## config.mk

```make
export PLATFORM = sky130hd
export DESIGN_NAME = crs_burst_reader
export DESIGN_NICKNAME = d
export VERILOG_FILES = /design/src/rtl/crs_pkg.sv /design/src/rtl/crs_settle_timer.sv /design/src/rtl/crs_addr_step.sv /design/src/rtl/crs_capture.sv /design/src/rtl/crs_burst_reader.sv
export SDC_FILE = /design/constraint.sdc
export NUM_CORES = 1
export LEC_CHECK = 0
export BUFFER_PORTS_ARGS = -buffer_cell sky130_fd_sc_hd__buf_2
export CORE_MARGIN = 1
export CORE_UTILIZATION = 40
export CTS_BUF_LIST = sky130_fd_sc_hd__clkbuf_2 sky130_fd_sc_hd__clkbuf_4 sky130_fd_sc_hd__clkbuf_8
export CTS_CLUSTER_SIZE = 40
export DETAILED_ROUTE_END_ITERATION = 8
export PLACE_DENSITY = 0.67
export SLEW_MARGIN = 20
export SYNTH_ARGS = -nofsm -noshare
export SYNTH_HDL_FRONTEND = slang
export SYNTH_SLANG_ARGS = --single-unit
```

## constraint.sdc

```tcl
create_clock -name clk_i -period 5.5 [get_ports clk_i]
set_input_delay 0.825 -clock clk_i [delete_from_list [all_inputs] [get_ports clk_i]]
set_output_delay 0.825 -clock clk_i [all_outputs]
set_load 0.01 [all_outputs]
```

## src/rtl/crs_pkg.sv

```systemverilog
package crs_pkg;
  typedef enum logic [1:0] {
    ST_IDLE   = 2'd0,
    ST_SETTLE = 2'd1,
    ST_TAIL   = 2'd2
  } crs_state_e;
endpackage

```

## src/rtl/crs_settle_timer.sv

```systemverilog
module crs_settle_timer #(
  parameter int SW = 4
) (
  input  logic          clk_i,
  input  logic          rst_ni,
  input  logic          start_i,
  input  logic [SW-1:0] settle_i,
  input  logic          reload_i,
  input  logic          run_i,
  output logic          expire_o
);
  localparam logic [SW-1:0] ONE = SW'(1);

  logic [SW-1:0] set_q, tmr_q, eff;

  // zero settle is treated as one clock
  assign eff = (settle_i == '0) ? ONE : settle_i;

  always_ff @(posedge clk_i or negedge rst_ni) begin
    if (!rst_ni) begin
      set_q <= ONE;
      tmr_q <= ONE;
    end else if (start_i) begin
      set_q <= eff;
      tmr_q <= eff;
    end else if (reload_i) begin
      tmr_q <= set_q;
    end else if (run_i && tmr_q != ONE) begin
      tmr_q <= tmr_q - ONE;
    end
  end

  assign expire_o = run_i && (tmr_q == ONE);
endmodule

```

## src/rtl/crs_addr_step.sv

```systemverilog
module crs_addr_step #(
  parameter int AW = 20,
  parameter int CW = 8
) (
  input  logic          clk_i,
  input  logic          rst_ni,
  input  logic          load_i,
  input  logic [AW-1:0] base_i,
  input  logic [CW-1:0] cnt_i,
  input  logic          step_i,
  output logic [AW-1:0] addr_o,
  output logic          last_o
);
  logic [AW-1:0] addr_q;
  logic [CW-1:0] rem_q;

  always_ff @(posedge clk_i or negedge rst_ni) begin
    if (!rst_ni) begin
      addr_q <= '0;
      rem_q  <= '0;
    end else if (load_i) begin
      addr_q <= base_i;
      rem_q  <= cnt_i;
    end else if (step_i) begin
      addr_q <= addr_q + AW'(1);
      rem_q  <= rem_q - CW'(1);
    end
  end

  assign addr_o = addr_q;
  assign last_o = (rem_q == CW'(1));
endmodule

```

## src/rtl/crs_capture.sv

```systemverilog
module crs_capture #(
  parameter int AW = 20,
  parameter int DW = 16
) (
  input  logic          clk_i,
  input  logic          rst_ni,
  input  logic          cap_i,
  input  logic [DW-1:0] data_i,
  input  logic [AW-1:0] addr_i,
  output logic [DW-1:0] word_o,
  output logic [AW-1:0] word_addr_o,
  output logic          valid_o
);
  always_ff @(posedge clk_i or negedge rst_ni) begin
    if (!rst_ni) begin
      word_o      <= '0;
      word_addr_o <= '0;
      valid_o     <= 1'b0;
    end else begin
      valid_o <= cap_i;
      if (cap_i) begin
        word_o      <= data_i;
        word_addr_o <= addr_i;
      end
    end
  end
endmodule

```

## src/rtl/crs_burst_reader.sv

```systemverilog
module crs_burst_reader
  import crs_pkg::*;
#(
  parameter int AW = 20,
  parameter int DW = 16,
  parameter int CW = 8,
  parameter int SW = 4
) (
  input  logic          clk_i,
  input  logic          rst_ni,
  input  logic          start_i,
  input  logic [AW-1:0] base_addr_i,
  input  logic [CW-1:0] word_cnt_i,
  input  logic [SW-1:0] settle_i,
  input  logic          wr_req_i,
  input  logic [DW-1:0] rd_data_i,
  output logic [AW-1:0] addr_o,
  output logic          oe_no,
  output logic [DW-1:0] word_o,
  output logic [AW-1:0] word_addr_o,
  output logic          word_valid_o,
  output logic          done_o,
  output logic          wr_err_o,
  output logic          busy_o
);
  crs_state_e st_q, st_n;
  logic accept, go, capture, expire, last, step;
  logic oe_n_q, done_q, wr_err_q;

  assign accept  = (st_q == ST_IDLE) && start_i;
  assign go      = accept && (word_cnt_i != '0);
  assign capture = (st_q == ST_SETTLE) && expire;
  assign step    = capture && !last;

  always_comb begin
    st_n = st_q;
    unique case (st_q)
      ST_IDLE:   if (go) st_n = ST_SETTLE;
      ST_SETTLE: if (capture && last) st_n = ST_TAIL;
      ST_TAIL:   st_n = ST_IDLE;
      default:   st_n = ST_IDLE;
    endcase
  end

  always_ff @(posedge clk_i or negedge rst_ni) begin
    if (!rst_ni) begin
      st_q     <= ST_IDLE;
      oe_n_q   <= 1'b1;
      done_q   <= 1'b0;
      wr_err_q <= 1'b0;
    end else begin
      st_q     <= st_n;
      oe_n_q   <= (st_n == ST_IDLE);
      done_q   <= (st_q == ST_TAIL) || (accept && !go);
      wr_err_q <= wr_req_i;  // writes are never performed in this mode
    end
  end

  crs_settle_timer #(.SW(SW)) u_timer (
    .clk_i    (clk_i),
    .rst_ni   (rst_ni),
    .start_i  (go),
    .settle_i (settle_i),
    .reload_i (step),
    .run_i    (st_q == ST_SETTLE),
    .expire_o (expire)
  );

  crs_addr_step #(.AW(AW), .CW(CW)) u_addr (
    .clk_i  (clk_i),
    .rst_ni (rst_ni),
    .load_i (go),
    .base_i (base_addr_i),
    .cnt_i  (word_cnt_i),
    .step_i (step),
    .addr_o (addr_o),
    .last_o (last)
  );

  crs_capture #(.AW(AW), .DW(DW)) u_cap (
    .clk_i       (clk_i),
    .rst_ni      (rst_ni),
    .cap_i       (capture),
    .data_i      (rd_data_i),
    .addr_i      (addr_o),
    .word_o      (word_o),
    .word_addr_o (word_addr_o),
    .valid_o     (word_valid_o)
  );

  assign oe_no    = oe_n_q;
  assign done_o   = done_q;
  assign wr_err_o = wr_err_q;
  assign busy_o   = (st_q != ST_IDLE);
endmodule

```

==> Word-level counts from Yosys, hierarchy flattened <==
Cells that the tools add are included.
{ "totals": {"out_inout_bits": 61, "regBits": 78, "word_cells": 48} }
{ "op_classes": {"n_mux": 11, "n_addsub": 3, "eq_ne": 5, "n_reduce_logical": 18} }
{ "op_table": {"columns": ["op", "n"], "rows": [
  ["2-to-1 mux 20 bit", 2],
  ["adder 20 x 1 -> 20 bit (second input constant)", 1],
  ["2-to-1 mux 4 bit", 4],
  ["2-to-1 mux 8 bit", 2],
  ["equality test 8 x 1 -> 1 bit (second input constant)", 1],
  ["logical AND 1 bit", 8],
  ["nonzero test 8 bit", 1],
  ["subtractor 8 x 1 -> 8 bit (second input constant)", 1],
  ["equality test 4 x 1 -> 1 bit (second input constant)", 1],
  ["logical NOT 2 bit", 2],
  ["logical NOT 4 bit", 1],
  ["2-to-1 mux 2 bit", 2],
  ["inequality test 4 x 1 -> 1 bit (second input constant)", 1],
  ["one-hot mux 2 bit (2 select lines)", 1],
  ["nonzero test 2 bit", 2],
  ["subtractor 4 x 1 -> 4 bit (second input constant)", 1],
  ["nonzero test 3 bit", 1],
  ["equality test 2 x 1 -> 1 bit (second input constant)", 1],
  ["equality test 2 bit (second input constant)", 1],
  ["logical NOT 1 bit", 2],
  ["logical OR 1 bit", 1]
]} }

==> Longest topological paths before layout <==
Gate-level depths: netlist of run 1.
{ "logic_depth": {"depth_word": 7, "mapped_depth": 9, "mapped_depth_nobuf": 8} }

==> Hierarchy <==
Synthesis of run 1 repeated with hierarchy kept, for this count alone.
{ "unflattened": {"cells_unflattened": 324, "area_unflattened_um2": 3862.5} }
{ "modules_own_cells": {"columns": ["mod", "seq_area_each_um2", "area_each_um2", "n_inst", "cells_per_inst"], "rows": [
  ["crs_addr_step", 700.7, 1599.0, 1, 175],
  ["crs_capture", 925.9, 1515.2, 1, 77],
  ["crs_settle_timer", 202.7, 504.2, 1, 50],
  ["crs_burst_reader", 126.4, 244.0, 1, 22]
]} }

==> Worst setup path before layout of run 1 <==
No wires, ideal clock.
{ "synth_timing": {"path_type": "input to register", "from": "in word_cnt_i[4]", "to": "reg u_addr.rem_q[6]", "cell_stages": 5, "setup_time_ps": 126, "arrival_ps": 2192, "required_time_ps": 5374, "setup_slack_ps": 3182, "path_buffers": 2, "cell_sequence": "or4_1 > o21a_1 > buf_6 > buf_6 > a221o_1"} }
{ "synth_via": {"elab_chain_cells": 3, "word_cells_on_any_way": 4, "cone_classes": "1 x mux; 3 x reduce/logical"} }
{ "synth_rtl": {"columns": ["item", "line_no", "source"], "rows": [
  ["start: declaration", "crs_burst_reader.sv:13", "input logic [CW-1:0] word_cnt_i,"],
  ["nonzero test 8 bit (*)", "crs_burst_reader.sv:31", "assign go = accept && (word_cnt_i != '0);"],
  ["logical AND 1 bit (*)", "crs_burst_reader.sv:31", null],
  ["2-to-1 mux 8 bit or nonzero test 2 bit (tied branches)", null, null],
  ["end signal: assignment", "crs_addr_step.sv:23", "rem_q <= cnt_i;"],
  ["end signal: assignment", "crs_addr_step.sv:26", "rem_q <= rem_q - CW'(1);"],
  ["end: declaration", "crs_addr_step.sv:15", "logic [CW-1:0] rem_q;"]
]} }
Mark *: on every way between the ends. The rest lies on a longest branch, timed or not.
A chain may end at the register's enable or synchronous reset.

==> Worst setup path after layout of run 1 <==
{ "layout_timing": {"from": "reg u_timer.tmr_q[0]", "to": "reg u_addr.addr_q[15] (netlist: u_addr.addr_o[15])"} }
{ "layout_via": {"elab_chain_cells": 5} }
{ "layout_rtl": {"columns": ["item", "line_no", "source"], "rows": [
  ["start: declaration", "crs_settle_timer.sv:14", "logic [SW-1:0] set_q, tmr_q, eff;"],
  ["start signal: assignment", "crs_settle_timer.sv:27", "tmr_q <= set_q;"],
  ["start signal: assignment", "crs_settle_timer.sv:29", "tmr_q <= tmr_q - ONE;"],
  ["equality test 4 x 1 -> 1 bit", "crs_settle_timer.sv:33", "assign expire_o = run_i && (tmr_q == ONE);"],
  ["logical AND 1 bit", "crs_settle_timer.sv:33", null],
  ["logical AND 1 bit", "crs_burst_reader.sv:32", "assign capture = (st_q == ST_SETTLE) && expire;"],
  ["logical AND 1 bit", "crs_burst_reader.sv:33", "assign step = capture && !last;"],
  ["nonzero test 2 bit (no source line)", null, null],
  ["end signal: assignment", "crs_addr_step.sv:22", "addr_q <= base_i;"],
  ["end signal: assignment", "crs_addr_step.sv:25", "addr_q <= addr_q + AW'(1);"],
  ["end: declaration", "crs_addr_step.sv:14", "logic [AW-1:0] addr_q;"]
]} }
No other way between the ends.

==> results list, run 1 <==
* Run status: finished, violations left
- Failing checks: design-rule violations
* Number of clock sinks seen by CTS: 78
* Most used standard cells in the synthesized netlist: 140 x nand2_1, 75 x dfrtp_1, 21 x o21ai_0, 16 x nor2_1, 15 x nand3_1
* Synth top area share: 50.45%
* Reg-to-reg slack, setup: 2240 ps
- Registers are responsible for 43.1% of the overall power.
- Number of resized instances in the post-cts repair step: 0
- Required @ worst endpoint: a little under 6000 ps
- Share of cells above drive strength 1: roughly 27%
- Detailed-route via count: approximately 3400
- Wire length of the first global-routing pass: 15710 um
- Post-synth EDFFs: 0
* Crit path time final: 3260 ps
- Overall routing resource usage: 20.40%
- Across the routed clock network, the largest skew measured is 8.911 ps.
- Routability-driven placement finished with a final weighted congestion of 0.8114.
- Total grt overflow: 0
* Nets@finish: about 570
- Measured against the total synthesized area, the mux share comes to less than 1%.
* Unrepaired setup endpoints after global routing: false
- The die is about 98 um wide.
- The netlist uses 53 different library cells.
- The worst setup path is launched from a register.
* Internal power: 1.466 mW
* Finished Layout Cells: 625
- Counting the fill cells in the layout gives 864.
- For this run, the slowest stage of the critical path takes approximately 600 ps.
- The synthesized netlist devotes 13.19% of its cell area to compound gates.
- During synthesis, Yosys emitted a total of 0 warnings.
- Number of buffers added to fix hold violations after cts: 0
- Setup violation total in the final timing report: 0
* Number of buffers on the longest clock path: 2
- For the worst-skew pair, the clock arrives at the later sink with an insertion delay of roughly 350 ps.
* Leading area contributor after synthesis: dfrtp_1
* Worst-path clk slew: 80 ps
* Number of antenna violations at the first check in global routing: 0
- In this run the tightest slew margin relative to its limit is around 30%.
- The die is between 90 and 100 um tall.
* Remaining antenna violation count after routing: 0
* Starting DRT DRC Count: 240
* Worst path arrival time: approximately 3600 ps
* Post-synthesis register bit count: between 70 and 80
- Walking the worst path, the cells encountered are ha_1, nor3b_4, nand2_4, clkinv_2, nand2_2, or4_1, nand3_1.
- Family with the most delay on the worst path: simple AND/OR/NAND/NOR gates
- Worst setup slack after placement: 2271 ps
- Growth of design area from synthesis to finish: 21.19%
- The final-report hold violation count is 0.
- Share of synthesized cell area in full adder, half adder and majority cells: around 1.7%
* Setup_tns: 0 ps
- Slew at the pin closest to its max-slew limit: about 1100 ps
- XOR/XNOR Fraction of Synth Area: 1.648%
* Post-CTS setup-driven buffer insertion count: 0
* Worst path buffer plus inverter count: 1
- Global routing consumed, on the met2 layer, 32.23% of the routing resources.
- Core Box Area: roughly 8800 um^2
- Worst hold slack across all endpoints: approximately 480 ps
- Post-synthesis instance area: 3720 um^2
* Ranking of synthesized cells by area: dfrtp_1 50%, nand2_1 14%, o21ai_0 2.8%
- CTS built an H-tree with a depth of 3.
- Initial cell density of the core: 42.04%
- CTS tree: done
- Wire length after detailed routing: about 9500 um
* Most heavily used metal layer in global routing: met2
* Portion of total power attributed to the clock network: between 15 and 20%
- Detailed-routing iteration count for the pre-antenna-repair pass: 9
* Type of the most critical hold path: reg2reg
- Overall power consumption after layout is estimated at approximately 2.5 mW.
- In this run the core area contains 34 standard-cell rows.
- Dividing the final minimum period by the clock period gives approximately three fifths.
* Post-Syn Instances: 409
* Type of the setup path with the least slack: reg2reg
- Library cell used as clock root buffer: clkbuf_8
- Antenna diodes: 0
- Of all flip-flops after synthesis, the portion carrying an async set or reset was 100.0%.
- # IOs: about 110
* Standard cell area after detailed placement: roughly 4300 um^2
- Yosys instantiated no cell more often than nand2_1.
- By area, the combinational part of the netlist is dominated by simple AND/OR/NAND/NOR gates.
* Combinational power share: 39.7%
- The number of global-route vias before repair was roughly 3200.
* Input/output buffers: approximately 110
* Proportion of total power due to net switching: a little over two fifths
- Cell total after placement: 609
* Peak clock frequency supported by timing: approximately 310 MHz
- Cells fill between 50 and 60% of the core in the end.
* Largest net degree at the start of global routing: 79
- Leakage power: around 2.2 nW
- Total half-perimeter wirelength after legalization and detailed placement: 6498 um
* Worst Setup Slack, final: 2240 ps
- Mean area per synthesized cell: 9.095 um^2
* Total CTS buffers: 9
* # DRC: 11
* Max capacitance violation total: 0
- VDD sags by at most roughly 0.23 mV.
- Of all nets on the critical path, the largest fanout is 46.
- Met1 Usage GRT: 28.08%
- The most used flip-flop cell after synthesis is dfrtp_1.
* Share of synthesized area occupied by flip-flops and latches: around 53%
- The number of max-slew violations in the final report came to 0.
* Die outline area: between 9000 and 10000 um^2
- In the routed layout, each cell is associated on average with a via count of 5.438.
* Final Instance Area: 4508 um^2
* Pwr per Cell Area: between 500 and 600 nW/um^2
* Critical path's slowest cell: or4_1
- For met3 alone, demand over resource in global routing was roughly 4.3%.
- Summing the areas of all and, or, nand and nor instances in the mapped netlist gives between 20% and 30% of the synthesized area.
- Net Sw Power: about 1.1 mW
- Routed wire per std cell: 15.23 um
- Synthesized netlist net count: 466
* CP endpoint kind: register
==> logic make-up after synthesis <==
logic type               count (synthesis)
flip-flops                              78
buffers and inverters                   30
XOR/XNOR                                 7
AO/OA/AOI/OAI                           71
AND/OR/NAND/NOR                        217
multiplexers                             1
adder cells (fa/ha/maj)                  5
==> cells in the final DEF (no fill, tap or decap), types with 2 or more instances in the layout <==
master,n
o211ai_1,2
a22oi_1,3
nor2_1,16
nor3_1,9
nor4_1,4
clkinvlp_4,3
a311oi_1,2
o311ai_0,2
xnor2_1,4
or4_1,6
nand4_1,5
nand2_1,140
o22ai_1,2
a31oi_1,4
o21ai_1,5
or3_1,3
buf_4,2
ha_1,5
a21o_1,2
dfrtp_1,75
nand2b_1,2
nor4b_1,2
a32oi_1,4
buf_2,111
inv_1,8
xor2_1,3
o21a_1,2
a221o_1,7
nand3_1,15
and3_1,5
clkbuf_8,9
o311ai_1,2
a21oi_1,6
o21ai_0,21
dfstp_2,3
==> state kept, by name, indices dropped and copies added (netlist names) <==
signal / cells
done_o: 1
oe_no: 1
st_q: 2
u_addr.addr_o: 20
u_addr.rem_q: 8
u_cap.valid_o: 1
u_cap.word_addr_o: 20
u_cap.word_o: 16
u_timer.set_q: 4
u_timer.tmr_q: 4
wr_err_o: 1
==> per-layer routing <==
metal,vias up,wire [um]
li1,1631,-
met1,1625,4428
met2,130,4351
met3,13,612
met4,0,129
met5,-,0
==> cell type report <==
cell class	instances	area, um^2	area share (%)
Sequential cell	78	1956	43.38
Clock inverter	6	70.07	1.554
Timing Repair Buffer	113	570.5	12.66
Inverter	9	35.03	0.7771
Tap cell	108	135.1	2.998
Multi-Input combinational cell	301	1610	35.72
Clock buffer	10	131.4	2.914
==> power by group through the flow <==
stage	registers, mW	logic, mW	clock network (mW)
final	1.09	1.00	0.434
after CTS	1.09	1.01	0.446
after global placement	1.09	0.981	0
after floorplan	1.13	0.596	0
after detailed placement	1.10	1.01	0
after global routing	1.12	1.13	0.468
==> final timing paths <==
| check | to | cells after the start | start |
|---|---|---|---|
| setup / recovery | u_addr.addr_o[15]$_DFFE_PN0P_ | 7 | u_timer.tmr_q[0]$_DFFE_PN1P_ |
| hold / removal | u_cap.word_addr_o[15]$_DFFE_PN0P_ | 2 | u_cap.word_addr_o[15]$_DFFE_PN0P_ |
| max in group asynchronous | u_cap.word_addr_o[18]$_DFFE_PN0P_ | 1 | rst_ni |
| setup reg to reg | u_addr.addr_o[15]$_DFFE_PN0P_ | 7 | u_timer.tmr_q[0]$_DFFE_PN1P_ |
| hold reg to reg | u_cap.word_addr_o[15]$_DFFE_PN0P_ | 2 | u_cap.word_addr_o[15]$_DFFE_PN0P_ |
| min in group asynchronous | u_cap.valid_o$_DFF_PN0_ | 1 | rst_ni |
==> worst reg2reg max path: stages, from the launching register on <==
cell and delay (ps):
dfstp_2 570, ha_1 210, nor3b_4 360, nand2_4 360
clkinv_2 590, nand2_2 420, or4_1 600, nand3_1 90
Note: power is estimated with default switching activity, not from simulation.
==> inputs of run 2 (changes only) <==
--- a/config.mk
+++ b/config.mk
@@ -5,13 +5,14 @@
 export SDC_FILE = /design/constraint.sdc
 export NUM_CORES = 1
 export LEC_CHECK = 0
+export ABC_AREA = 1
 export BUFFER_PORTS_ARGS = -buffer_cell sky130_fd_sc_hd__buf_2
 export CORE_MARGIN = 1
 export CORE_UTILIZATION = 40
 export CTS_BUF_LIST = sky130_fd_sc_hd__clkbuf_2 sky130_fd_sc_hd__clkbuf_4 sky130_fd_sc_hd__clkbuf_8
 export CTS_CLUSTER_SIZE = 40
 export DETAILED_ROUTE_END_ITERATION = 8
-export PLACE_DENSITY = 0.67
+export PLACE_DENSITY = 0.68
 export SLEW_MARGIN = 20
 export SYNTH_ARGS = -nofsm -noshare
 export SYNTH_HDL_FRONTEND = slang
==> constraint.sdc (replaced) <==
create_clock -name clk_i -period 2.8 [get_ports clk_i]
set_input_delay 0.42 -clock clk_i [delete_from_list [all_inputs] [get_ports clk_i]]
set_output_delay 0.42 -clock clk_i [all_outputs]
set_load 0.01 [all_outputs]
==> results list, run 2 <==
- Setup violation total in the final timing report: 0
- Measured in cells, the most critical reg-to-reg path has a length of 8.
* Number of buffers on the longest clock path: 2
- Required @ worst endpoint: 3020 ps
- Peak clock frequency supported by timing: a little under 500 MHz
- Once routing completed, OpenROAD measured the worst setup slack at around 740 ps.
* Wire length of the first global-routing pass: 15880 um
- The share of synthesized area in the top cell type comes to a little under half.
- After detailed routing, no signal wire sits above met4.
* Mean area per synthesized cell: about 8 um^2
* Input/output buffers: ~110
* Number of distinct library cells after synthesis: 33
- Clock latency at the later pin of the worst-skew pair: approximately 350 ps
* Remaining antenna violation count after routing: 0
- After synthesis, the cell types taking the most area are dfrtp_1 47%, nand2_1 18%, nand3_1 4.9%.
- Leaving out fill and tap cells, the most frequent cell in the layout is nand2_1.
- Share of synthesized area occupied by flip-flops and latches: between 40% and 50%
* Number of resized instances in the post-cts repair step: 0
* Number of buffers added to fix hold violations after cts: 0
* Filler Cells Inserted: roughly 950
* Wire length after detailed routing: about 10000 um
- The region available for standard cell placement spans 9684 um^2.
- Drt via density: roughly 4.8
* Final Instance Area: around 4900 um^2
* Most used standard cells in the synthesized netlist: 188 x nand2_1, 75 x dfrtp_1, 48 x inv_1, 39 x nand3_1, 25 x nor2_1
* Worst hold slack across all endpoints: 99.54 ps
* Sequential share of power: between 30 and 40%
* Proportion of total power due to net switching: between 40% and 50%
- Routed wire per std cell: about 13 um
- The clock network is responsible for 19.5% of the overall power.
* Leading cell types in the layout, fill and taps excluded: 188 x nand2_1, 111 x buf_2, 75 x dfrtp_1
- Period utilization: around 73%
* Worst IR drop on VDD: about 0.42 mV
* Horizontal extent of the die: between 100 and 150 um
- For this block, the initial DRC count from the detailed router was approximately 120.
- Total grt overflow: 0
- Row generation in the floorplan step produced 36 rows.
- Post-Syn Instances: between 400 and 500
- Run status: completed
- Number of clock sinks seen by CTS: around 80
* Routed length on met2: 4612 um
* Share of cells above drive strength 1: about a quarter
- Reg-to-reg slack, setup: around 740 ps
* Nets@finish: between 600 and 700
- The floorplan step defined a die boundary enclosing approximately 10000 um^2.
* Combinational power share: 42.7%
- The first TritonRoute pass finished after 4 iterations.
- Clock skew: ~14 ps
- The final route contains ~3600 vias.
- Share of flip-flops with an asynchronous set or reset: 100.0%
* Worst setup slack after placement: between 700 and 800 ps
- Growth of design area from synthesis to finish: 22.75%
* Number of synthesis warnings: 0
* CTS tree: done
- Counting flops with a built-in enable in the synthesized netlist gives 0.
- Total CTS buffers: 9
* Unrepaired setup endpoints after global routing: false
* Area used by multi-input combinational logic: between 1500 and 2000 um^2
- The sequential cells in the finished layout cover a total of about 2000 um^2.
- The worst hold path belongs to the class in2async.
- Routed length on met3: between 400 and 500 um
- Summed over all failing endpoints, the final setup total negative slack is 0 ps.
- M1 wire length: between 4000 and 5000 um
* Via count of the first global-routing pass: between 3000 and 4000
- STA classifies the critical path endpoint as a register.
* Worst-path clk slew: approximately 90 ps
- Standard cell area after detailed placement: 4632 um^2
* Post-CTS setup-driven buffer insertion count: 0
- H-tree depth reported by CTS: 3
* Maximum fanout count along the critical path: 23
* Overall routing resource usage: 19.78%
- Internal power comes to 3.129 mW.
- Prevailing post-synth register cell: dfrtp_1
- Net Sw Power: approximately 2.2 mW
- Post-synthesis instance area: slightly below 4000 um^2
- 0 antenna diodes ended up in the layout.
* Post-synthesis register bit count: 78
- # DRC: 0
- Final RePlAce weighted congestion: ~0.9
- Type of the setup path with the least slack: reg2reg
- Yosys instantiated no cell more often than nand2_1.
- Number of antenna violations at the first check in global routing: 0
* Die height: approximately 100 um
- STA classifies the critical path startpoint as a register.
- For the pin with the worst max-slew slack, the measured transition is a little over 700 ps.
- The number of max-slew violations in the final report is 0.
- Worst path arrival time: 2270 ps
- Final Hold Vio Count: 0
- Counting I/O delays and the setup requirement, the final critical path takes 2056 ps.
- When the netlist entered floorplanning its net count stood at 554.
- Entering global routing, the biggest net connects approximately 80 pins.
- For this configuration, the core starts out at a cell density of 41.06%.
* Library cell used as clock root buffer: clkbuf_8
- Leakage power: 2.573 nW
- Power spread over the standard cell area amounts to approximately 1100 nW/um^2.
- Leading area contributor after synthesis: dfrtp_1
- # IOs: between 100 and 150
- Worst max-slew margin expressed relative to the limit: 52.00%
- Max-cap violations in this run came to 0.
- After legalization and detailed placement, the total HPWL measured roughly 7000 um.
## run 2: cell types whose count changed after synthesis, moves of 5 or more
cell | previous run | this run
nand2_1 | 140 | 188
and3_1 | 5 | 0
nand2_2 | 1 | 6
inv_1 | 8 | 48
or4_1 | 6 | 0
nand3_1 | 15 | 39
inv_2 | 0 | 6
clkbuf_1 | 9 | 4
nor2_1 | 16 | 25
o211ai_1 | 2 | 19
a221o_1 | 7 | 0
## run 2: logic make-up (layout without fill, tap and decap cells)
| kind of cell | Yosys count | in the layout | share of synthesized area (%) |
|---|---|---|---|
| fa+ha+maj | 5 | 5 | 1.573 |
| flops | 78 | 78 | 49.18 |
| buf+inv | 69 | 184 | 7.331 |
| simple gates | 284 | 284 | 31.84 |
| xor+xnor | 9 | 9 | 1.982 |
| compound gates | 52 | 52 | 8.087 |
## run 2: worst paths after layout
kind / start / to
worst max-delay path: u_timer.tmr_q[0]$_DFFE_PN1P_ / u_addr.rem_q[4]$_DFFE_PN0P_
worst max register to register: u_timer.tmr_q[0]$_DFFE_PN1P_ / u_addr.rem_q[4]$_DFFE_PN0P_
min in group clk_i: wr_req_i / wr_err_o$_DFF_PN0_
worst min-delay path: rst_ni / u_cap.word_addr_o[12]$_DFFE_PN0P_
max in group asynchronous: rst_ni / u_cap.word_addr_o[3]$_DFFE_PN0P_
worst min register to register: u_cap.word_o[12]$_DFFE_PN0P_ / u_cap.word_o[12]$_DFFE_PN0P_
## run 2: power by group through the flow
stage                     Sequential [mW]  Combinational (mW)  Clock, mW
after CTS                            2.03                2.31       1.06
final                                2.03                2.29       1.05
after global routing                 2.10                2.62       1.11
after global placement               2.03                2.24          0
after floorplan                      2.16                1.42          0
after detailed placement             2.05                2.30          0
## run 2: final cells by class
type / instances / area share (%)
multi-input cells: 350 / 35.43
clock buffers: 11 / 2.845
flip-flops and latches: 78 / 40.07
repair buffers: 114 / 11.92
well taps: 133 / 3.409
clock inverters: 5 / 2.179
inverters: 54 / 4.153
## run 2: per-layer routing
layer	track usage [%]	up-vias
met5	0	-
met4	8.138	0
met3	3.175	18
met2	32.12	97
met1	26.28	1676
li1	-	1792
## run 2: worst max-delay path, stage by stage, from the launching register on
cell and delay [ps]:
dfstp_2 550, ha_1 220, nand2_2 120, nor2_8 290, nand2_4 160, nand2_4 260, inv_2 150, nand2_1 80
o211ai_1 80
## run 2: per-stage QoR
step | util (%) | std cells | total power, mW
after floorplan | - | 497 | 3.579
after global placement | 47.83 | 729 | 4.272
after detailed placement | 47.83 | 729 | 4.347
after CTS | 50.36 | 745 | 5.401
after global routing | 50.40 | 745 | 5.831
final | 50.40 | 745 | 5.367
